## src/rtl/irq_res_pkg.sv

```systemverilog
package irq_res_pkg;

    localparam int PRIO_W  = 4;
    localparam int LVL_W   = PRIO_W + 1;
    localparam int N_EXT   = 8;
    localparam int ID_W    = $clog2(2 * N_EXT);
    localparam int N_FIXED = 3;
    localparam int N_CAND  = N_FIXED + N_EXT;

    localparam logic [LVL_W-1:0] LVL_NMI = LVL_W'(1 << PRIO_W);
    localparam logic [LVL_W-1:0] LVL_DBG = LVL_W'((1 << PRIO_W) - 1);

    typedef enum logic [ID_W-1:0] {
        SRC_NONE = ID_W'(0),
        SRC_NMI  = ID_W'(1),
        SRC_BRK  = ID_W'(2),
        SRC_SER  = ID_W'(3)
    } src_fixed_e;

    typedef struct packed {
        logic             vld;
        logic [LVL_W-1:0] lvl;
        logic [ID_W-1:0]  id;
    } cand_t;

    function automatic logic [ID_W-1:0] ext_id(input int line);
        return ID_W'(N_EXT + line);
    endfunction

    function automatic logic [PRIO_W-1:0] accept_mask(input logic [LVL_W-1:0] lvl);
        return (lvl > LVL_DBG) ? LVL_DBG[PRIO_W-1:0] : lvl[PRIO_W-1:0];
    endfunction

endpackage

```

## src/rtl/irq_res_capture.sv

```systemverilog
module irq_res_capture
    import irq_res_pkg::*;
#(
    parameter int NUM_EXT = N_EXT
) (
    input  logic               clk,
    input  logic               rst,
    input  logic               nmi_i,
    input  logic               brk_i,
    input  logic               dbg_ser_i,
    input  logic [NUM_EXT-1:0] ext_req_i,
    input  logic               nmi_clr,
    input  logic               ser_clr,
    output logic               nmi_pend,
    output logic               ser_pend,
    output logic               brk_q,
    output logic [NUM_EXT-1:0] ext_q
);

    logic ser_prev;
    logic ser_rise;

    assign ser_rise = dbg_ser_i & ~ser_prev;

    always_ff @(posedge clk) begin
        if (rst) begin
            nmi_pend <= 1'b0;
            ser_pend <= 1'b0;
            ser_prev <= 1'b0;
            brk_q    <= 1'b0;
            ext_q    <= '0;
        end else begin
            nmi_pend <= (nmi_pend & ~nmi_clr) | nmi_i;
            ser_pend <= (ser_pend & ~ser_clr) | ser_rise;
            ser_prev <= dbg_ser_i;
            brk_q    <= brk_i;
            ext_q    <= ext_req_i;
        end
    end


    nmi_capture_chk: assert property (@(posedge clk) disable iff (rst)
        nmi_i |=> nmi_pend);


    ser_hold_chk: assert property (@(posedge clk) disable iff (rst)
        (ser_pend && !ser_clr) |=> ser_pend);


    ser_edge_chk: assert property (@(posedge clk) disable iff (rst)
        (dbg_ser_i && !ser_prev) |=> ser_pend);

endmodule

```

## src/rtl/irq_res_arbiter.sv

```systemverilog
module irq_res_arbiter
    import irq_res_pkg::*;
#(
    parameter int NUM_EXT = N_EXT
) (
    input  logic                      clk,
    input  logic                      rst,
    input  logic                      nmi_pend,
    input  logic                      brk_q,
    input  logic                      ser_pend,
    input  logic [NUM_EXT-1:0]        ext_q,
    input  logic [NUM_EXT*PRIO_W-1:0] ext_prio,
    input  logic [PRIO_W-1:0]         cur_mask,
    output logic                      irq,
    output logic [ID_W-1:0]           src_id,
    output logic [LVL_W-1:0]          lvl,
    output logic [PRIO_W-1:0]         new_mask
);

    localparam int NCAND = N_FIXED + NUM_EXT;

    cand_t cand [NCAND];
    cand_t best;
    logic  present;

    assign cand[0] = '{vld: nmi_pend, lvl: LVL_NMI, id: SRC_NMI};
    assign cand[1] = '{vld: brk_q,    lvl: LVL_DBG, id: SRC_BRK};
    assign cand[2] = '{vld: ser_pend, lvl: LVL_DBG, id: SRC_SER};

    // External lines sit after the fixed sources, highest line first.
    for (genvar j = 0; j < NUM_EXT; j++) begin : g_ext
        localparam int LINE = NUM_EXT - 1 - j;
        logic [PRIO_W-1:0] p;
        assign p = ext_prio[LINE*PRIO_W +: PRIO_W];
        assign cand[N_FIXED + j] = '{vld: ext_q[LINE] && (p != '0),
                                     lvl: {1'b0, p},
                                     id:  ext_id(LINE)};
    end

    // Walk from the lowest-ordered candidate upward; ">=" lets an earlier
    // entry in the tie order replace a later one of equal level.
    always_comb begin
        best = '0;
        for (int i = NCAND - 1; i >= 0; i--) begin
            if (cand[i].vld && (!best.vld || cand[i].lvl >= best.lvl)) begin
                best = cand[i];
            end
        end
    end

    assign present  = best.vld &&
                      ((best.id == SRC_NMI) || (best.lvl > {1'b0, cur_mask}));
    assign irq      = present;
    assign src_id   = present ? best.id : SRC_NONE;
    assign lvl      = present ? best.lvl : '0;
    assign new_mask = present ? accept_mask(best.lvl) : '0;


    above_mask_chk: assert property (@(posedge clk) disable iff (rst)
        (irq && src_id != SRC_NMI) |-> (lvl > {1'b0, cur_mask}));


    idle_zero_chk: assert property (@(posedge clk) disable iff (rst)
        !irq |-> (src_id == '0 && lvl == '0 && new_mask == '0));


    nmi_wins_chk: assert property (@(posedge clk) disable iff (rst)
        nmi_pend |-> (irq && src_id == SRC_NMI && new_mask == LVL_DBG[PRIO_W-1:0]));


    zero_prio_chk: assert property (@(posedge clk) disable iff (rst)
        (irq && src_id[ID_W-1]) |-> (lvl != '0));

endmodule

```

## src/rtl/irq_resolver.sv

```systemverilog
module irq_resolver
    import irq_res_pkg::*;
#(
    parameter int NUM_EXT = N_EXT
) (
    input  logic                      clk,
    input  logic                      rst,
    input  logic                      nmi_i,
    input  logic                      brk_i,
    input  logic                      dbg_ser_i,
    input  logic [NUM_EXT-1:0]        ext_req_i,
    input  logic [NUM_EXT*PRIO_W-1:0] ext_prio_i,
    input  logic [PRIO_W-1:0]         cur_mask_i,
    input  logic                      ack_i,
    output logic                      irq_o,
    output logic [ID_W-1:0]           src_id_o,
    output logic [LVL_W-1:0]          irq_lvl_o,
    output logic [PRIO_W-1:0]         new_mask_o
);

    logic               nmi_pend, ser_pend, brk_q;
    logic [NUM_EXT-1:0] ext_q;
    logic               nmi_clr, ser_clr;

    assign nmi_clr = ack_i && irq_o && (src_id_o == SRC_NMI);
    assign ser_clr = ack_i && irq_o && (src_id_o == SRC_SER);

    irq_res_capture #(.NUM_EXT(NUM_EXT)) cap_i (
        .clk       (clk),
        .rst       (rst),
        .nmi_i     (nmi_i),
        .brk_i     (brk_i),
        .dbg_ser_i (dbg_ser_i),
        .ext_req_i (ext_req_i),
        .nmi_clr   (nmi_clr),
        .ser_clr   (ser_clr),
        .nmi_pend  (nmi_pend),
        .ser_pend  (ser_pend),
        .brk_q     (brk_q),
        .ext_q     (ext_q)
    );

    irq_res_arbiter #(.NUM_EXT(NUM_EXT)) arb_i (
        .clk      (clk),
        .rst      (rst),
        .nmi_pend (nmi_pend),
        .brk_q    (brk_q),
        .ser_pend (ser_pend),
        .ext_q    (ext_q),
        .ext_prio (ext_prio_i),
        .cur_mask (cur_mask_i),
        .irq      (irq_o),
        .src_id   (src_id_o),
        .lvl      (irq_lvl_o),
        .new_mask (new_mask_o)
    );


    ack_keeps_ser_chk: assert property (@(posedge clk) disable iff (rst)
        (ser_pend && !ser_clr) |=> ser_pend);


    ack_keeps_nmi_chk: assert property (@(posedge clk) disable iff (rst)
        (nmi_pend && !nmi_clr) |=> nmi_pend);

endmodule

```

## config.mk

```make
export PLATFORM = sky130hd
export DESIGN_NAME = irq_resolver
export DESIGN_NICKNAME = d
export VERILOG_FILES = /design/src/rtl/irq_res_pkg.sv /design/src/rtl/irq_res_capture.sv /design/src/rtl/irq_res_arbiter.sv /design/src/rtl/irq_resolver.sv
export SDC_FILE = /design/constraint.sdc
export NUM_CORES = 1
export LEC_CHECK = 0
export BUFFER_PORTS_ARGS = -buffer_cell sky130_fd_sc_hd__buf_2
export CORE_AREA = 2 2 70 72
export CTS_CLUSTER_DIAMETER = 100
export DETAILED_ROUTE_END_ITERATION = 10
export DIE_AREA = 0 0 72 74
export PLACE_DENSITY_LB_ADDON = 0.3
export SYNTH_ARGS = -nofsm -noshare
export SYNTH_HDL_FRONTEND = slang
export SYNTH_SLANG_ARGS = --single-unit
```

## constraint.sdc

```tcl
create_clock -name clk -period 21.5 [get_ports clk]
set_input_delay 4.3 -clock clk [delete_from_list [all_inputs] [get_ports clk]]
set_output_delay 4.3 -clock clk [all_outputs]
set_load 0.03 [all_outputs]
```

Word-level counts from Yosys, hierarchy flattened. Cells that the tools add are included.

Bits of input ports: 50. Word-level logic and storage cells: 94. Bits in registers: 12. Output and inout port bits: 14.

Bitwise gates (word level): 8. Muxes and demuxes: 15. Equal/unequal tests: 3. Order comparisons: 12. Reduce and logical (&&, ||, !) cells: 51.

Operator list (number): $mux 10 (11); $ge 4x5->1 (7); $reduce_bool 4->1 (8); $logic_and 1x1->1 (22); $mux 4 (3); $logic_or 1x1->1 (11); $ge 4x5->1 const A (2); $logic_not 1->1 (10); $eq 4x1->1 const B (2); $ge 5x5->1 const A (1); $gt 5x4->1 (1); $gt 5x4->1 const B (1); $mux 5 (1); $eq 4x2->1 const B (1); $and 1x1->1 (3); $not 1->1 (3); $or 1x1->1 (2).

Longest topological paths before layout. Gate-level depths: netlist (run 1).

Word-level depth: 52. Mapped depth: 62. Depth with buffers taken out: 59.

Modules after synthesis. From an unflattened synthesis (run 1), not the netlist that was laid out.

Cells, all modules: 260. Area, all modules: 2030.7 µm².

By module, submodules not included: irq_res_arbiter (times used 1, area each 1615.3 µm², cells each 228, seq. area each 0.0 µm²); irq_res_capture (times used 1, area each 384.1 µm², cells each 29, seq. area each 240.2 µm²); irq_resolver (times used 1, area each 31.3 µm², cells each 3, seq. area each 0.0 µm²).

Worst setup path after synthesis (run 1). Ideal clock, no wire load.

Kind: in2out. Start point: input ext_prio_i[0]. End point: output src_id_o[1]. Buffers on the path: 2. Stages: 58. Arrival: 16.554 ns. Required time: 17.200 ns. Slack: 0.646 ns. Cell sequence: and2_1 > ha_1 > nor2b_1 > o21ai_0 > a21o_2 > mux2_2 > ha_1 > nand2b_1 > a211oi_1 > o21ai_0 > nand2_1 > nor2_1 > or2_2 > ha_1 > o21ai_0 > o211ai_1 > nor2b_1 > clkbuf_1 > [22 not listed] > o21bai_1 > clkbuf_1 > mux2_2 > ha_1 > nand2b_1 > a211oi_1 > o21bai_1 > o21ai_2 > nor3_1 > a31oi_1 > o21ai_0 > or2_2 > ha_1 > inv_1 > o21ai_0 > a22o_1 > mux2_2 > a2111oi_0.

Word-level cells in the longest chain between the ends: 47. Elaborated cells on any way between the ends: 58. Those cells by class: order compare: 11; eq/ne: 1; mux: 12; reduce/logical: 34.

RTL lines: start: declaration (line irq_resolver.sv:12) `input logic [NUM_EXT*PRIO_W-1:0] ext_prio_i,`; $reduce_bool 4->1 (line irq_res_arbiter.sv:35) `assign cand[N_FIXED + j] = '{vld: ext_q[LINE] && (p != '0),`; $logic_and 1x1->1 (line irq_res_arbiter.sv:35); $mux 10 (*) (line irq_res_arbiter.sv:45) `if (cand[i].vld && (!best.vld || cand[i].lvl >= best.lvl)) begin`; $ge 4x5->1 / $logic_not 1->1 (equally long branches) (line irq_res_arbiter.sv:45); $logic_or 1x1->1 (line irq_res_arbiter.sv:45); $logic_and 1x1->1 (line irq_res_arbiter.sv:45); $mux 10 (*) (line irq_res_arbiter.sv:45); $ge 4x5->1 / $logic_not 1->1 (equally long branches) (line irq_res_arbiter.sv:45); [31 not listed]; $ge 5x5->1 / $logic_not 1->1 (equally long branches) (line irq_res_arbiter.sv:45); $logic_or 1x1->1 (line irq_res_arbiter.sv:45); $logic_and 1x1->1 (line irq_res_arbiter.sv:45); $mux 10 (*) (line irq_res_arbiter.sv:45); $gt 5x4->1 / $eq 4x1->1 (equally long branches) (line irq_res_arbiter.sv:52) `((best.id == SRC_NMI) || (best.lvl > {1'b0, cur_mask}));`; $logic_or 1x1->1 (line irq_res_arbiter.sv:52); $logic_and 1x1->1 (line irq_res_arbiter.sv:51) `assign present = best.vld &&`; $mux 4 (*) (line irq_res_arbiter.sv:54) `assign src_id = present ? best.id : SRC_NONE;`; end: declaration (line irq_resolver.sv:16) `output logic [ID_W-1:0] src_id_o,`.

Every way passes the cells marked *; elsewhere a longest branch is shown, timed or not.

Worst setup path in the final report (run 1).
Start point: input ext_prio_i[1]. End point: output src_id_o[1].

The elaborated chain is that of the path after synthesis.

==> reports/qor.yml, run 1 <==
drt_iter0_drc: 58
initial_core_util: 0.429
placed_area_mm2: 0.00235
critPathLaunchType: "primary input"
ff_latch_area_um2: 240
core_mm2: 0.00460
slew_headroom: 0.202
multi_input_area_mm2: 0.00165
path_buf_inv: 7
num_rows: 25
hold_ws_ns: 0.532
fmax_mhz: 48.8
cp_max_fo: 12
hold_path_depth: 3
postRouteAntennaNets: 0
p_leak_nw: 1.12
synth_top_area_share: 0.197
period_needed_ns: 20.51
io_pins: 64
critPathMaxStageDelay_ns: 0.53
rrSetupSlack_ns: 9.58
setup_viol: 0
fin_crit_sh: 0.954
num-nets-final: 404
yosysWarnings: 0
vias_per_cell: 5.59
tns_ns: 0
final_cell_mix: "63 x buf_2, 31 x ha_1, 25 x nor2_1"
total_power_mw: 0.149
io_buffers: 63
cpMostUsedCell: "ha_1"
grt.total_usage: 0.195
final_area_mm2: 0.00241
area_growth_pct: 22.1
syn_avg_cell_area_um2: 7.64
grt_pass1_wl_um: 8550
synthCells: 258
grt_pass1_vias: 2028
finClkSkew_ns: 0.00205
tightest_slew_ns: 1.19
n_fill_cell: 447
synth_edf_count: 0
rsz0062_at_grt: "no"
async_flop_share: 0
firstDrtPassIters: 5
diodes: 0
clk_latency_ns: 0.23
synth_fp_nets: 339
cts_setup_buffers: 0
worstSetupPathType: "primary input to output pin"
crit_arrival_ns: 16.21
min_to: "cap_i.ser_pend$_SDFF_PP0_"
synth_area_mm2: 0.00197
worstReg2RegEnd: "cap_i.nmi_pend$_SDFF_PP0_"
cp_top_family: "compound AO/OA/AOI/OAI gates"
tritoncts: "yes"
clk_pin_slew_ns: 0.05
die_area_mm2: 0.00533
min_path_type: "flip-flop to flip-flop"
synth_area_leader_cell: "ha_1"
hold_viol_final: 0
slew_violations: 0
drv_cap: 0
cts-buffers-inserted: 3
cts-root-buf: "clkbuf_8"
synth_area_leaders: "ha_1 20%, dfxtp_1 12%, nor2_1 4.8%"
grt_max_degree: 14
worst_setup_path_end_kind: "output pin"
gp_congestion: 0.877
post_cts_resized: 0
drc: 0
synth_seq_cells: 12
wl_per_cell_um: 13.4
synth.yosys.seq_area_share: 0.122
worst_path_max_delay_cell: "or4_1"
cts_max_path_buffers: 2
vias: 2098
utilization: 0.524
synth_cell_type_count: 50
die_y_um: 74
die_w_um: 72
powerDensity_mw_per_mm2: 61.8
dp_hpwl_um: 4390
htree_levels: 1
max-vdd-ir-drop_v: 0.0000577
synthFlopType: "dfxtp_1"
r2r_cells: 59
layout-drive-gt1-share: 0.296
grt_overflow: 0
wl_um: 5030
cts.sinks: 12
reg2reg_from: "cap_i.ext_q[0]$_SDFF_PP0_"
postCtsHoldBufs: 0
antenna_found_initial: 0
status: "finished clean"
hold_start: "cap_i.ser_prev$_SDFF_PP0_"
worstPathRequired_ns: 17.20
final_common_cell: "buf_2"
==> cells by family (layout without fill, tap and decap cells) <==
family                     after synthesis  after routing  synth area share
AOI/OAI and AO/OA                       91             91             0.360
adders and majority gates               31             31             0.197
buffers and inverters                   25             88            0.0514
DFF                                     12             12             0.122
muxes                                    5              5            0.0279
and+or+nand+nor                         94             94             0.242
==> per-layer routing <==
metal  GRT usage  routed length, um  vias up
met5           0                  0        -
met4      0.0356                 40        0
met3      0.0407                255        4
met2       0.324               2290       59
met1       0.264               2440      929
li1            -                  -     1106
==> worst max-delay path by stage <==
stage	depth (start not counted)	endpoint	from	slack, ns
floorplan	58	src_id_o[1]	ext_prio_i[0]	0.65
global placement	59	src_id_o[1]	ext_prio_i[0]	0.77
detailed placement	59	src_id_o[1]	ext_prio_i[0]	0.63
CTS	59	src_id_o[1]	ext_prio_i[0]	0.60
global route	59	src_id_o[1]	ext_prio_i[1]	0.11
finish	59	src_id_o[1]	ext_prio_i[1]	0.99
==> cells in the mapped netlist, types with 3 or more instances <==
cell type,count
ha_1,31
nor4_1,4
o31ai_1,5
nand2b_1,6
o21ai_0,18
a311oi_1,3
a21oi_1,6
o41ai_1,4
inv_1,19
mux2_2,4
dfxtp_1,12
a21o_1,4
o21bai_1,5
a211oi_1,11
nand2_1,19
nor2_1,25
or2_2,6
nand3_1,5
clkbuf_1,5
a31oi_1,3
o21a_1,6
nor2b_1,13
o211ai_1,3
nor3_1,7
==> power by group <==
part           switching (mW)  leakage, nW  internal, mW
clock                 0.00677       0.0216        0.0122
combinational          0.0646        0.999        0.0396
sequential            0.00188        0.100        0.0238
==> sequential cells by signal, summed over array words and instances, names as in the netlist <==
register,flops
cap_i.brk_q,1
cap_i.ext_q,8
cap_i.nmi_pend,1
cap_i.ser_pend,1
cap_i.ser_prev,1
==> stage by stage <==
step,instances,setup WS [ns]
after detailed placement,372,0.631
after global routing,375,0.107
after floorplan,258,0.646
after global placement,372,0.768
after CTS,375,0.605
final,375,0.993
==> worst reg2reg max path: cells and delay by family, from the launching register on <==
kind / cells / cell delay, ns
multiplexers: 3 / 0.87
AO/OA/AOI/OAI: 26 / 5.69
buffers and inverters: 4 / 0.49
AND/OR/NAND/NOR: 18 / 2.14
flip-flops: 1 / 0.43
adder cells (fa/ha/maj): 8 / 2.16
==> cell type report <==
type                            count  share of cell area
Sequential cell                    12              0.0998
Clock buffer                        3              0.0172
Inverter                           19              0.0296
Multi-Input combinational cell    221               0.685
Timing Repair Buffer               66               0.140
Tap cell                           54              0.0281
No activity file was read; power rests on OpenSTA's default activity.
==> run 2: changes to the inputs <==
==> constraint.sdc (replaced) <==
create_clock -name clk -period 21.5 [get_ports clk]
set_input_delay 4.3 -clock clk [delete_from_list [all_inputs] [get_ports clk]]
set_output_delay 4.3 -clock clk [all_outputs]
set_load 0.05 [all_outputs]
==> reports/qor.yml, run 2 (synthesized netlist as in run 1, its figures left out) <==
htree_levels: 1  # unchanged
grtUsageMet3: 0.0366  # -0.00407
io_buffers: 63  # unchanged
combPwrFrac: 0.705  # +0.005
fin_crit_sh: 0.959  # +0.00491
core_mm2: 0.00460  # unchanged
cp_max_fo: 12  # unchanged
postCtsHoldBufs: 0  # unchanged
crit_arrival_ns: 16.31  # +0.10 ns
p_int_mw: 0.0795  # +5.3%
hold_viol_final: 0  # unchanged
max-vdd-ir-drop_v: 0.0000580  # +0.66%
slew_headroom: 0.162  # -0.0407
tritoncts: "yes"
total_power_mw: 0.168  # +13%
vias: 2108  # +0.48%
regMostFlops: "cap_i.ext_q"
cts.sinks: 12  # unchanged
num-nets-final: 404  # unchanged
tightest_slew_ns: 1.25  # +0.0605 ns
fmax_mhz: 48.5  # -0.51%
wl_um: 4970  # -1.1%
grt_pass1_vias: 1907  # -6.0%
status: "finished clean"
drt_iter0_drc: 81  # +40%
vias_per_cell: 5.61  # +0.21%
cts_max_path_buffers: 2  # unchanged
cts-root-buf: "clkbuf_8"
dp_hpwl_um: 4300  # -2.1%
rsz0062_at_grt: "no"
grt_max_degree: 14  # unchanged
grt_overflow: 0  # unchanged
critPathMaxStageDelay_ns: 0.54  # about the same
min_path_type: "flip-flop to flip-flop"
largest_reg_flops: 8  # unchanged
worst_setup_path_end_kind: "output pin"
diodes: 0  # unchanged
worstPathRequired_ns: 17.20  # about the same
placed_area_mm2: 0.00235  # about the same
worst_path_max_delay_cell: "or4_1"
drc: 0  # unchanged
wl_per_cell_um: 13.2  # -1.4%
postLayoutSetupSlackWorst_ns: 0.887  # -0.106 ns
postRouteAntennaNets: 0  # unchanged
die_w_um: 72  # unchanged
use_met1: 0.249  # -0.0154
cp_top_family: "compound AO/OA/AOI/OAI gates"
swShare: 0.526  # +0.0340
clk_pin_slew_ns: 0.05  # about the same
slew_violations: 0  # unchanged
firstDrtPassIters: 4  # -1
cts_setup_buffers: 0  # unchanged
dp_slack_ns: 0.731  # +0.0998 ns
die_y_um: 74  # unchanged
final_area_mm2: 0.00241  # +0.10%
antenna_found_initial: 0  # unchanged
hold_ws_ns: 0.529  # -0.00343 ns
period_needed_ns: 20.61  # +0.106 ns
finClkSkew_ns: 0.000933  # -0.00112 ns
grt_pass1_wl_um: 8300  # -2.9%
clkPwrFrac: 0.142  # +0.014
top_usage_layer: "met2"
path_buf_inv: 6  # -1
clk_latency_ns: 0.24  # about the same
switchingPower_mw: 0.0884  # +21%
die_area_mm2: 0.00533  # unchanged
io_pins: 64  # unchanged
gp_congestion: 0.880  # +0.44%
cts-buffers-inserted: 3  # unchanged
grt.total_usage: 0.190  # -0.00472
powerDensity_mw_per_mm2: 69.7  # +13%
p_leak_nw: 1.13  # +0.53%
initial_core_util: 0.429  # unchanged
drv_cap: 0  # unchanged
cpMostUsedCell: "ha_1"
area_growth_pct: 22.2
final_cell_mix: "62 x buf_2, 31 x ha_1, 25 x nor2_1"
post_cts_resized: 0  # unchanged
layout-drive-gt1-share: 0.289  # -0.00713
final_common_cell: "buf_2"
seqPwrFrac: 0.153  # -0.019
setup_viol: 0  # unchanged
tns_ns: 0  # unchanged
worstSetupPathType: "primary input to output pin"
use_met2: 0.331  # +0.00720
num_rows: 25  # unchanged
critPathLaunchType: "primary input"
## run 2: power by group through the flow
| stage | clock (mW) | sequential, mW | combinational (mW) |
|---|---|---|---|
| after floorplan | 0 | 0.0250 | 0.0923 |
| after global placement | 0 | 0.0260 | 0.116 |
| after detailed placement | 0 | 0.0261 | 0.118 |
| after CTS | 0.0244 | 0.0256 | 0.118 |
| after global routing | 0.0256 | 0.0259 | 0.130 |
| final | 0.0239 | 0.0256 | 0.118 |
## run 2: final cells by class
type	count	area, um2
well taps	54	67.6
clock buffers	4	55.1
inverters	19	71.3
flip-flops and latches	12	240
repair buffers	66	340
multi-input cells	221	1640
fillers	472	2190
## run 2: worst reg2reg max path, delay by kind of cell, from the launching register on
family                     cells  cell delay (ns)
adders and majority gates      8             2.21
DFF                            1             0.43
muxes                          3             0.84
buffers and inverters          4             0.63
and+or+nand+nor               16             2.01
AOI/OAI and AO/OA             27             5.74
## run 2: final timing paths
kind	cells past startpoint	end	start	slack (ns)
worst max-delay path	56	src_id_o[1]	ext_prio_i[1]	0.89
worst min-delay path	3	cap_i.ser_pend$_SDFF_PP0_	cap_i.ser_prev$_SDFF_PP0_	0.53
worst max register to register	58	cap_i.nmi_pend$_SDFF_PP0_	cap_i.ext_q[0]$_SDFF_PP0_	9.56
worst min register to register	3	cap_i.ser_pend$_SDFF_PP0_	cap_i.ser_prev$_SDFF_PP0_	0.53
## run 2: routing by layer
metal | vias up | part of all wire
met4 | 0 | 0.0064
met1 | 939 | 0.48
li1 | 1113 | -
met3 | 4 | 0.057
met2 | 52 | 0.46
met5 | - | 0
## run 2: stage by stage
stage               std cells   util
global route              376  0.524
detailed placement        372  0.511
global placement          372  0.511
floorplan                 258      -
finish                    376  0.524
CTS                       376  0.523
